<file path="config.mk">
export PLATFORM = sky130hd
export DESIGN_NAME = ring_pkt_rx
export DESIGN_NICKNAME = d
export VERILOG_FILES = /design/src/rtl/ring_pkt_rx_pkg.sv /design/src/rtl/ring_pkt_rx_framer.sv /design/src/rtl/ring_pkt_rx_crc.sv /design/src/rtl/ring_pkt_rx_outstage.sv /design/src/rtl/ring_pkt_rx.sv
export SDC_FILE = /design/constraint.sdc
export NUM_CORES = 1
export LEC_CHECK = 0
export ABC_AREA = 1
export BUFFER_PORTS_ARGS = -buffer_cell sky130_fd_sc_hd__buf_4
export CORE_UTILIZATION = 53
export CTS_CLUSTER_DIAMETER = 40
export DETAILED_ROUTE_END_ITERATION = 10
export PLACE_DENSITY = 0.86
export SYNTH_ARGS = -nofsm -noshare
export SYNTH_HDL_FRONTEND = slang
export SYNTH_HIERARCHICAL = 1
export SYNTH_SLANG_ARGS = --single-unit
</file>
<file path="constraint.sdc">
create_clock -name clk -period 3.1 [get_ports clk]
set_input_delay 0.155 -clock clk [delete_from_list [all_inputs] [get_ports clk]]
set_output_delay 0.155 -clock clk [all_outputs]
set_load 0.01 [all_outputs]
</file>
<file path="src/rtl/ring_pkt_rx_pkg.sv">
package ring_pkt_rx_pkg;

  localparam int SYM_W = 16;

  typedef logic [SYM_W-1:0] sym_t;

  typedef struct packed {
    logic valid;
    logic sop;
    logic eop;
    logic echo;
    logic crc_err;
    logic frame_err;
    sym_t data;
    sym_t dest;
  } beat_t;

  // One full symbol through the CRC shift register, MSB first.
  function automatic sym_t crc_step(input sym_t crc, input sym_t sym, input sym_t poly);
    sym_t c;
    logic fb;
    c = crc;
    for (int i = SYM_W - 1; i >= 0; i--) begin
      fb = c[SYM_W-1] ^ sym[i];
      c  = {c[SYM_W-2:0], 1'b0};
      if (fb) c = c ^ poly;
    end
    return c;
  endfunction

endpackage

</file>
<file path="src/rtl/ring_pkt_rx_framer.sv">
module ring_pkt_rx_framer #(
  parameter int unsigned FALL_ECHO = 1,
  parameter int unsigned FALL_ORD  = 4
) (
  input  logic clk,
  input  logic rst_n,
  input  logic flag_i,
  output logic valid_o,
  output logic sop_o,
  output logic final_o,
  output logic echo_o,
  output logic abort_o
);

  localparam int unsigned FALL_MAX = (FALL_ECHO > FALL_ORD) ? FALL_ECHO : FALL_ORD;
  localparam int CNT_W = $clog2(FALL_MAX + 1);

  logic             flag_q,   flag_n;
  logic             open_q,   open_n;
  logic             fallen_q, fallen_n;
  logic             first_q,  first_n;
  logic             echo_q,   echo_n;
  logic [CNT_W-1:0] cnt_q,    cnt_n;
  logic             rise;

  assign rise = flag_i & ~flag_q;

  always_comb begin
    flag_n   = flag_i;
    open_n   = open_q;
    fallen_n = fallen_q;
    first_n  = first_q;
    echo_n   = echo_q;
    cnt_n    = cnt_q;
    valid_o  = 1'b0;
    sop_o    = 1'b0;
    final_o  = 1'b0;
    echo_o   = 1'b0;
    abort_o  = 1'b0;
    if (rise) begin
      abort_o  = open_q;
      valid_o  = 1'b1;
      sop_o    = 1'b1;
      open_n   = 1'b1;
      fallen_n = 1'b0;
      first_n  = 1'b1;
      echo_n   = 1'b0;
      cnt_n    = '0;
    end else if (open_q) begin
      valid_o = 1'b1;
      first_n = 1'b0;
      if (!fallen_q) begin
        if (!flag_i) begin
          fallen_n = 1'b1;
          echo_n   = first_q;
          echo_o   = first_q;
          cnt_n    = first_q ? CNT_W'(FALL_ECHO) : CNT_W'(FALL_ORD);
        end
      end else begin
        echo_o  = echo_q;
        final_o = (cnt_q == CNT_W'(1));
        cnt_n   = cnt_q - CNT_W'(1);
        if (final_o) open_n = 1'b0;
      end
    end
  end

  always_ff @(posedge clk or negedge rst_n) begin
    if (!rst_n) begin
      flag_q   <= 1'b0;
      open_q   <= 1'b0;
      fallen_q <= 1'b0;
      first_q  <= 1'b0;
      echo_q   <= 1'b0;
      cnt_q    <= '0;
    end else begin
      flag_q   <= flag_n;
      open_q   <= open_n;
      fallen_q <= fallen_n;
      first_q  <= first_n;
      echo_q   <= echo_n;
      cnt_q    <= cnt_n;
    end
  end

  p_end_after_fall_r3: assert property (@(posedge clk) disable iff (!rst_n)
    final_o |-> (fallen_q && open_q));

  p_count_range_r2: assert property (@(posedge clk) disable iff (!rst_n)
    (open_q && fallen_q) |-> (cnt_q >= CNT_W'(1) && cnt_q <= CNT_W'(FALL_MAX)));

endmodule

</file>
<file path="src/rtl/ring_pkt_rx_crc.sv">
module ring_pkt_rx_crc
  import ring_pkt_rx_pkg::*;
#(
  parameter sym_t CRC_POLY = 16'h1021,
  parameter sym_t CRC_INIT = 16'hFFFF
) (
  input  logic clk,
  input  logic rst_n,
  input  logic valid_i,
  input  logic sop_i,
  input  logic final_i,
  input  sym_t sym_i,
  output logic err_o
);

  sym_t crc_q, crc_n;
  logic crc_en;

  assign crc_en = sop_i | (valid_i & ~final_i);

  always_comb begin
    crc_n = crc_q;
    if (sop_i)       crc_n = crc_step(CRC_INIT, sym_i, CRC_POLY);
    else if (crc_en) crc_n = crc_step(crc_q, sym_i, CRC_POLY);
  end

  assign err_o = final_i & (sym_i != crc_q);

  always_ff @(posedge clk or negedge rst_n) begin
    if (!rst_n)      crc_q <= CRC_INIT;
    else if (crc_en) crc_q <= crc_n;
  end

  p_crc_hold_idle_r4: assert property (@(posedge clk) disable iff (!rst_n)
    !valid_i |=> $stable(crc_q));

endmodule

</file>
<file path="src/rtl/ring_pkt_rx_outstage.sv">
module ring_pkt_rx_outstage
  import ring_pkt_rx_pkg::*;
(
  input  logic  clk,
  input  logic  rst_n,
  input  sym_t  sym_i,
  input  logic  valid_i,
  input  logic  sop_i,
  input  logic  final_i,
  input  logic  echo_i,
  input  logic  crc_err_i,
  input  logic  abort_i,
  output beat_t beat_o
);

  beat_t a_q, a_n;
  beat_t b_q, b_n;

  always_comb begin
    a_n.valid     = valid_i;
    a_n.sop       = sop_i;
    a_n.eop       = final_i;
    a_n.echo      = echo_i;
    a_n.crc_err   = crc_err_i;
    a_n.frame_err = 1'b0;
    a_n.data      = sym_i;
    a_n.dest      = sop_i ? sym_i : a_q.dest;
  end

  // A rising flag seen now closes the beat held in the first stage.
  always_comb begin
    b_n = a_q;
    if (abort_i && a_q.valid) begin
      b_n.eop       = 1'b1;
      b_n.frame_err = 1'b1;
    end
  end

  always_ff @(posedge clk or negedge rst_n) begin
    if (!rst_n) begin
      a_q <= '0;
      b_q <= '0;
    end else begin
      a_q <= a_n;
      b_q <= b_n;
    end
  end

  assign beat_o = b_q;

  p_cont_follows_open_r10: assert property (@(posedge clk) disable iff (!rst_n)
    (b_q.valid && !b_q.sop) |-> ($past(b_q.valid) && !$past(b_q.eop)));

  p_frame_err_is_end_r6: assert property (@(posedge clk) disable iff (!rst_n)
    b_q.frame_err |-> (b_q.eop && !b_q.crc_err));

  p_idle_quiet_r7: assert property (@(posedge clk) disable iff (!rst_n)
    !b_q.valid |-> !(b_q.sop || b_q.eop || b_q.echo || b_q.crc_err || b_q.frame_err));

  p_dest_held_r1: assert property (@(posedge clk) disable iff (!rst_n)
    (b_q.valid && !b_q.sop) |-> $stable(b_q.dest));

endmodule

</file>
<file path="src/rtl/ring_pkt_rx.sv">
module ring_pkt_rx
  import ring_pkt_rx_pkg::*;
#(
  parameter int unsigned FALL_ECHO = 1,
  parameter int unsigned FALL_ORD  = 4,
  parameter sym_t        CRC_POLY  = 16'h1021,
  parameter sym_t        CRC_INIT  = 16'hFFFF
) (
  input  logic        clk,
  input  logic        rst_n,
  input  logic [15:0] sym_i,
  input  logic        flag_i,
  output logic        out_valid,
  output logic [15:0] out_data,
  output logic        out_sop,
  output logic        out_eop,
  output logic        out_echo,
  output logic        out_crc_err,
  output logic        out_frame_err,
  output logic [15:0] out_dest
);

  logic  rst_s1_q, rst_s2_q;
  logic  core_rst_n;
  logic  f_valid, f_sop, f_final, f_echo, f_abort;
  logic  c_err;
  beat_t beat;

  // Assert asynchronously, release on the clock.
  always_ff @(posedge clk or negedge rst_n) begin
    if (!rst_n) begin
      rst_s1_q <= 1'b0;
      rst_s2_q <= 1'b0;
    end else begin
      rst_s1_q <= 1'b1;
      rst_s2_q <= rst_s1_q;
    end
  end

  assign core_rst_n = rst_s2_q;

  ring_pkt_rx_framer #(
    .FALL_ECHO (FALL_ECHO),
    .FALL_ORD  (FALL_ORD)
  ) u_framer (
    .clk     (clk),
    .rst_n   (core_rst_n),
    .flag_i  (flag_i),
    .valid_o (f_valid),
    .sop_o   (f_sop),
    .final_o (f_final),
    .echo_o  (f_echo),
    .abort_o (f_abort)
  );

  ring_pkt_rx_crc #(
    .CRC_POLY (CRC_POLY),
    .CRC_INIT (CRC_INIT)
  ) u_crc (
    .clk     (clk),
    .rst_n   (core_rst_n),
    .valid_i (f_valid),
    .sop_i   (f_sop),
    .final_i (f_final),
    .sym_i   (sym_i),
    .err_o   (c_err)
  );

  ring_pkt_rx_outstage u_out (
    .clk       (clk),
    .rst_n     (core_rst_n),
    .sym_i     (sym_i),
    .valid_i   (f_valid),
    .sop_i     (f_sop),
    .final_i   (f_final),
    .echo_i    (f_echo),
    .crc_err_i (c_err),
    .abort_i   (f_abort),
    .beat_o    (beat)
  );

  assign out_valid     = beat.valid;
  assign out_data      = beat.data;
  assign out_sop       = beat.sop;
  assign out_eop       = beat.eop;
  assign out_echo      = beat.echo;
  assign out_crc_err   = beat.crc_err;
  assign out_frame_err = beat.frame_err;
  assign out_dest      = beat.dest;

endmodule

</file>
==> results of run 1 <==
[worst register-to-register path, stage by stage, from the launching register on]
cell	delay, ps
dfrtp_1	370
inv_1	90
ha_1	150
nand3_1	100
nor3_1	210
inv_1	100
a21oi_2	440
inv_1	450
o21ai_0	220
a21oi_1	70
nor2_1	120
[worst min-delay path by stage]
stage | from | to | slack, ps
2_1_floorplan | rst_n | core_rst_n | -140
3_3_place_gp | rst_n | rst_s1_q | -60
3_5_place_dp | rst_n | rst_s1_q | -60
4_1_cts | rst_n | core_rst_n | 80
5_1_grt | rst_n | core_rst_n | 80
6_report | rst_n | core_rst_n | 100
[stage by stage]
step / total power [mW] / util [%] / setup WS, ps / hold slack, ps
detailed placement: 4.165 / 60.90 / 840.4 / -61.19
global route: 5.499 / 65.36 / 441.0 / 82.54
floorplan: 3.589 / - / 106.2 / -140.6
finish: 5.122 / 65.36 / 713.3 / 99.01
CTS: 5.079 / 65.36 / 762.2 / 84.50
global placement: 4.076 / 60.90 / 934.5 / -62.95
[layout make-up]
cell class | count | area (um^2) | share of cell area (%)
tap | 108 | 135.1 | 2.337
inverter | 73 | 281.5 | 4.868
clock inverter | 6 | 76.32 | 1.320
timing repair buffer | 76 | 628.1 | 10.86
multi-input combinational | 392 | 1973 | 34.12
clock buffer | 10 | 137.6 | 2.380
sequential | 101 | 2551 | 44.12
[routing by layer]
metal	up-vias	share of wire (%)	wire length (um)
met2	195	49	5471
met4	0	2.3	255
li1	1910	-	-
met1	1899	43	4753
met3	22	6.3	700
met5	-	0	0
[where the power goes]
group	internal (mW)	leakage [nW]	total (mW)	switching, mW
clock	0.412	0.110	0.896	0.484
combinational	0.829	1.80	2.37	1.54
sequential	1.66	1.20	1.86	0.201
[what timing repair did]
item                                   in CTS  in global routing
hold buffers                               18                  0
buffers inserted                            0                  0
endpoints found under the hold margin      19                  0
[layout by cell type, fill, tap and decap left out, types with 2 or more instances in the layout]
| cell | netlist | routed |
|---|---|---|
| dfrtp_1 | 85 | 84 |
| o22ai_1 | 3 | 3 |
| dlygate4sd3_1 | 0 | 18 |
| nand3_2 | 5 | 5 |
| o21ai_1 | 2 | 2 |
| nand3_1 | 43 | 43 |
| xnor2_1 | 10 | 10 |
| nand2_1 | 223 | 223 |
| nand2_2 | 30 | 30 |
| o21ai_0 | 8 | 8 |
| a21oi_1 | 9 | 9 |
| inv_1 | 56 | 56 |
| inv_2 | 15 | 15 |
| nand2_4 | 9 | 9 |
| buf_4 | 2 | 57 |
| nand3b_1 | 2 | 2 |
| xor2_2 | 2 | 2 |
| xor2_1 | 11 | 11 |
| clkbuf_8 | 0 | 10 |
| inv_6 | 1 | 4 |
| a21oi_2 | 4 | 4 |
| ha_1 | 2 | 2 |
| dfstp_2 | 16 | 16 |
| nor3_1 | 3 | 3 |
| nor2_1 | 16 | 16 |
[kinds of logic after synthesis]
kind of cell / count (synthesis) / synth area share [%]
AND/OR/NAND/NOR: 335 / 30.79
flip-flops: 101 / 51.89
buffers and inverters: 85 / 7.925
AO/OA/AOI/OAI: 29 / 3.517
XOR/XNOR: 25 / 5.301
adder cells (fa/ha/maj): 2 / 0.5096
other: 1 / 0.07638
[state kept, by name (all words and copies together) (netlist names)]
register and count:
u_out/beat_o 38, u_out/a_q 37, u_crc/crc_q 16, u_framer/cnt_q 3, core_rst_n 1, rst_s1_q 1, u_framer/echo_q 1, u_framer/fallen_q 1
u_framer/first_q 1, u_framer/flag_q 1, u_framer/open_q 1
==> impl_metrics.py, run 1 <==
metrics = {
    "outcome": {
        "status": "complete, but fails checks",
        "violations": "DRC",
    },
    "synthesis": {
        "synth_top_cell_by_area": "dfrtp_1",
        "syn_area_um2": 4910,
        "synth_enable_flop_cells": 0,
        "synthTopCellsByArea": "dfrtp_1 43%, nand2_1 17%, dfstp_2 8.6%",
        "ys_seq_area_share_pct": 51.89,
        "yosysWarnings": 6,
        "syn_area_per_cell_um2": 8.494,
        "ys_top_cells_by_count": "223 x nand2_1, 85 x dfrtp_1, 56 x inv_1, 43 x nand3_1, 30 x nand2_2",
        "synth_ff_type": "dfrtp_1",
        "synth_nets": 599,
        "synthArstFlopShare_pct": 100.0,
        "ys_ff_latch": 101,
        "yosysMostFrequentCell": "nand2_1",
        "synth.distinct_cells": 39,
        "syn_inst": 578,
        "yosysTopAreaCellShare_pct": 43.32,
    },
    "setup_path": {
        "critPathBufInv": 3,
        "cp-startpoint": "u_framer/cnt_q[1]",
        "slowest_stage": "inv_1",
        "reg2regPathDepth": 10,
        "r2r-end": "u_crc/crc_q[2]",
        "cp-endpoint": "u_crc/crc_q[2]",
        "cp_slowest_stage_delay_ps": 450,
        "r2r-start": "u_framer/cnt_q[1]",
        "critPathKind": "flip-flop to flip-flop",
        "cp.arrival_ps": 2680,
        "crit_fanout": 23,
        "path_delay_family": "compound AO/OA/AOI/OAI gates",
        "cp.required_ps": 3400,
        "path_depth": 10,
        "cp-end-kind": "flip-flop",
        "critPathMostFrequentCell": "inv_1",
        "start_kind": "flip-flop",
        "reg2reg_slack_ps": 710,
        "crit_chain": "inv_1, ha_1, nand3_1, nor3_1, inv_1, a21oi_2, inv_1, o21ai_0, a21oi_1, nor2_1",
    },
    "timing": {
        "fin_crit_ps": 2387,
        "fin_tns_setup_ps": 0,
        "finalSetupViolations": 0,
        "drv_slew": 0,
        "fmax_mhz": 419.0,
        "worst_pin_slew_ps": 633.5,
        "fin_skew_ps": 9.617,
        "fin_crit_sh_pct": 76.99,
        "slew_headroom_pct": 57.72,
        "hold_viol_final": 0,
        "rsz0062_at_grt": "false",
    },
    "die": {
        "die_w_um": 98.25,
        "die_y_um": 98.25,
        "core_um2": 8848,
        "initial_core_util_pct": 55.49,
        "die-area_um2": 9652,
        "io_pins": 57,
        "core.rowCount": 34,
    },
    "cts": {
        "postCtsResizedCells": 0,
        "cts_buffer_depth": 2,
        "root_buffer": "clkbuf_8",
        "cts_tree": "yes",
        "cts_buffers": 9,
        "cts_num_sinks": 101,
        "clkSlewWorstSetupHoldPaths_ps": 100,
        "clk-insertion-delay-late_ps": 360,
        "h-tree-depth": 3,
    },
    "routing": {
        "routedWlPerCell_um": 14.59,
        "drt_pre_antenna_iters": 10,
        "drt_iter0_drc": 381,
        "vias": 4026,
        "route.detailed.drc": 7,
        "postRouteAntennaNets": 0,
        "viasPerCell": 5.256,
        "finalWirelength_mm": 11.18,
    },
    "final_layout": {
        "n_antenna_cell": 0,
        "final_area_um2": 5783,
        "instances_no_fill": 766,
        "layout-drive-gt1-share_pct": 24.77,
        "syn_to_final_growth_pct": 17.79,
        "num-fill-cells": 680,
        "fin_nets": 674,
    },
    "placement": {
        "placed_cells": 732,
        "dpl.hpwl_mm": 7.808,
        "place_area_um2": 5389,
        "numPortBuffers": 56,
        "gp_congestion": 0.9120,
    },
    "min_path": {
        "hold_class": "primary input to asynchronous set/reset pin",
    },
    "global_routing": {
        "use_met2_pct": 41.77,
        "grtUsageTotal_pct": 24.58,
        "busiest_layer": "met2",
        "overflow": 0,
        "grt_pass1_wl_mm": 18.53,
        "groute.layer.met3.usage_pct": 4.510,
        "grt_pass1_vias": 3944,
        "antenna_found_initial": 0,
        "met1_usage_pct": 31.26,
        "grt_max_degree": 63,
    },
    "pwr": {
        "peakVddDrop_v": 0.0003657,
        "powerDensity_nw_per_um2": 885.6,
        "leakage_nw": 3.105,
    },
    "run": {
        "max_cap_violations": 0,
    },
}
Note: power is estimated with default switching activity, not from simulation.
==> inputs of run 2 (changes only) <==
--- a/config.mk
+++ b/config.mk
@@ -5,12 +5,12 @@
 export SDC_FILE = /design/constraint.sdc
 export NUM_CORES = 1
 export LEC_CHECK = 0
-export ABC_AREA = 1
+export ABC_AREA = 0
 export BUFFER_PORTS_ARGS = -buffer_cell sky130_fd_sc_hd__buf_4
-export CORE_UTILIZATION = 53
+export CORE_UTILIZATION = 56
 export CTS_CLUSTER_DIAMETER = 40
 export DETAILED_ROUTE_END_ITERATION = 10
-export PLACE_DENSITY = 0.86
+export PLACE_DENSITY = 0.87
 export SYNTH_ARGS = -nofsm -noshare
 export SYNTH_HDL_FRONTEND = slang
 export SYNTH_HIERARCHICAL = 1
==> constraint.sdc (replaced) <==
create_clock -name clk -period 2.4 [get_ports clk]
set_input_delay 0.12 -clock clk [delete_from_list [all_inputs] [get_ports clk]]
set_output_delay 0.12 -clock clk [all_outputs]
set_load 0.01 [all_outputs]
==> impl_metrics.py, run 2 <==
metrics = {
    "pwr": {
        "p_clk_share_pct": 14.9,
        "p_comb_share_pct": 52.7,
        "switchingPower_mw": 2.686,
        "powerDensity_nw_per_um2": 1404,
        "p_seq_share_pct": 32.3,
        "switching_share_pct": 35.32,
        "leakage_nw": 2.506,
        "power.internal_mw": 4.920,
        "peakVddDrop_v": 0.0006016,
        "total_power_mw": 7.606,
    },
    "synthesis": {
        "ys_ff_latch": 101,
        "syn_area_um2": 4501,
        "ys_seq_area_share_pct": 56.60,
        "yosysWarnings": 6,
        "syn_inst": 327,
        "synth_nets": 348,
        "synth_top_cell_by_area": "dfrtp_1",
        "synthArstFlopShare_pct": 100.0,
        "ys_top_cells_by_count": "85 x dfrtp_1, 40 x xnor2_1, 22 x nand2_1, 21 x o21ai_0, 16 x dfstp_2",
        "syn_area_per_cell_um2": 13.76,
        "synth_enable_flop_cells": 0,
        "synth.distinct_cells": 53,
        "yosysMostFrequentCell": "dfrtp_1",
        "synthTopCellsByArea": "dfrtp_1 47%, dfstp_2 9.3%, xnor2_1 7.8%",
        "yosysTopAreaCellShare_pct": 47.26,
        "synth_ff_type": "dfrtp_1",
    },
    "timing": {
        "drv_slew": 0,
        "rsz0062_at_grt": "false",
        "hold_viol_final": 0,
        "fmax_mhz": 434.6,
        "slew_headroom_pct": 64.76,
        "fin_crit_ps": 2301,
        "setup_ws_ps": 98.80,
        "fin_crit_sh_pct": 95.88,
        "fin_skew_ps": 14.84,
        "fin_tns_setup_ps": 0,
        "worst_pin_slew_ps": 526.0,
        "finalSetupViolations": 0,
    },
    "setup_path": {
        "slowest_stage": "dfstp_2",
        "start_kind": "flip-flop",
        "critPathKind": "flip-flop to flip-flop",
        "crit_fanout": 5,
        "reg2regPathDepth": 5,
        "cp_slowest_stage_delay_ps": 550,
        "crit_chain": "xor2_1, xnor2_2, xnor3_2, or4b_1, and3_1",
        "cp-end-kind": "flip-flop",
        "cp.required_ps": 2710,
        "cp.arrival_ps": 2610,
    },
    "die": {
        "initial_core_util_pct": 57.94,
        "core_um2": 7767,
        "core.rowCount": 32,
        "die_y_um": 91.65,
        "io_pins": 57,
        "die-area_um2": 8399,
        "die_w_um": 91.65,
    },
    "final_layout": {
        "fin_nets": 427,
        "final_common_cell": "dfrtp_1",
        "final_cell_mix": "84 x dfrtp_1, 65 x buf_4, 40 x xnor2_1",
        "n_antenna_cell": 0,
        "largest_reg_flops": 38,
        "layout-drive-gt1-share_pct": 31.87,
        "num-fill-cells": 504,
        "syn_to_final_growth_pct": 20.41,
    },
    "routing": {
        "finalWirelength_mm": 8.806,
        "drt_iter0_drc": 126,
        "routedWlPerCell_um": 17.17,
        "route.detailed.drc": 0,
        "postRouteAntennaNets": 0,
        "viasPerCell": 5.421,
        "drt_pre_antenna_iters": 4,
        "vias": 2781,
    },
    "placement": {
        "dpl.hpwl_mm": 5.855,
        "place_ws_ps": 149.3,
        "numPortBuffers": 56,
        "gp_congestion": 0.8838,
    },
    "global_routing": {
        "grt_pass1_vias": 2908,
        "overflow": 0,
        "antenna_found_initial": 0,
        "grt_max_degree": 65,
        "grt_pass1_wl_mm": 14.43,
        "grtUsageTotal_pct": 23.11,
    },
    "cts": {
        "cts_buffer_depth": 2,
        "cts_num_sinks": 101,
        "h-tree-depth": 3,
        "cts_tree": "yes",
        "clk-insertion-delay-late_ps": 380,
        "clkSlewWorstSetupHoldPaths_ps": 100,
        "root_buffer": "clkbuf_8",
        "cts_buffers": 9,
    },
    "min_path": {
        "hold_class": "primary input to asynchronous set/reset pin",
    },
    "outcome": {
        "status": "finished, final reports clean",
    },
    "run": {
        "max_cap_violations": 0,
    },
}
[run 2: layout make-up]
class / count / area [um^2] / area share (%)
clock buffer: 9 / 123.9 / 2.286
clock inverter: 7 / 91.34 / 1.686
inverter: 7 / 26.28 / 0.4849
multi-input combinational: 203 / 1810 / 33.41
sequential: 101 / 2551 / 47.08
tap: 102 / 127.6 / 2.355
timing repair buffer: 84 / 688.2 / 12.70
[run 2: power by group through the flow]
stage	registers [mW]	logic (mW)	clock network, mW
floorplan	2.46	3.16	0
global placement	2.46	3.80	0
detailed placement	2.49	3.91	0
CTS	2.46	3.96	1.16
global route	2.50	4.32	1.23
finish	2.46	4.01	1.14
[run 2: worst paths after layout]
check / start / to / slack [ps]
setup / recovery: u_crc/crc_q[8] / u_crc/crc_q[5] / 100
hold / removal: rst_n / core_rst_n / 50
setup reg to reg: u_crc/crc_q[8] / u_crc/crc_q[5] / 100
hold reg to reg: core_rst_n / u_framer/echo_q / 280
max in group asynchronous: core_rst_n / u_crc/crc_q[3] / 1370
min in group clk: u_out/a_q[23] / u_out/beat_o[23] / 350
[run 2: cell families (layout without fill, tap and decap cells)]
kind of cell / count (synthesis) / after routing / synth area share, %
flip-flops: 101 / 101 / 56.60
multiplexers: 16 / 16 / 4.837
buffers and inverters: 23 / 107 / 3.169
AND/OR/NAND/NOR: 59 / 59 / 6.728
other: 1 / 1 / 0.08332
adder cells (fa/ha/maj): 2 / 2 / 0.5559
AO/OA/AOI/OAI: 48 / 48 / 6.478
XOR/XNOR: 77 / 77 / 21.55
[run 2: critical path, delay by kind of cell (launching register included)]
family	cells	cell delay [ps]
flip-flops	1	550
AND/OR/NAND/NOR	2	660
XOR/XNOR	3	1020
[run 2: timing repair]
action,in CTS,in global routing
gates resized for setup,0,0
hold buffers,18,0
hold endpoints to repair,19,0
buffers inserted,0,0
setup endpoints to repair,0,0
[run 2: layer usage]
metal | routed length (um) | up-vias | share of wire, % | global-route usage, %
met2 | 4505 | 97 | 51 | 38.78
met5 | 0 | - | 0 | 0
met3 | 466 | 21 | 5.3 | 6.136
met1 | 3602 | 1409 | 41 | 28.24
li1 | - | 1254 | - | -
met4 | 231 | 0 | 2.6 | 10.05
[run 2: stage by stage]
| step | hold WS (ps) | utilization [%] | cell area (um^2) | instances |
|---|---|---|---|---|
| detailed placement | -96.31 | 64.67 | 5024 | 479 |
| global route | 40.66 | 69.76 | 5419 | 513 |
| finish | 53.89 | 69.76 | 5419 | 513 |
| CTS | 46.95 | 69.76 | 5419 | 513 |
| global placement | -96.81 | 64.67 | 5024 | 479 |
| floorplan | -175.6 | - | 4502 | 327 |
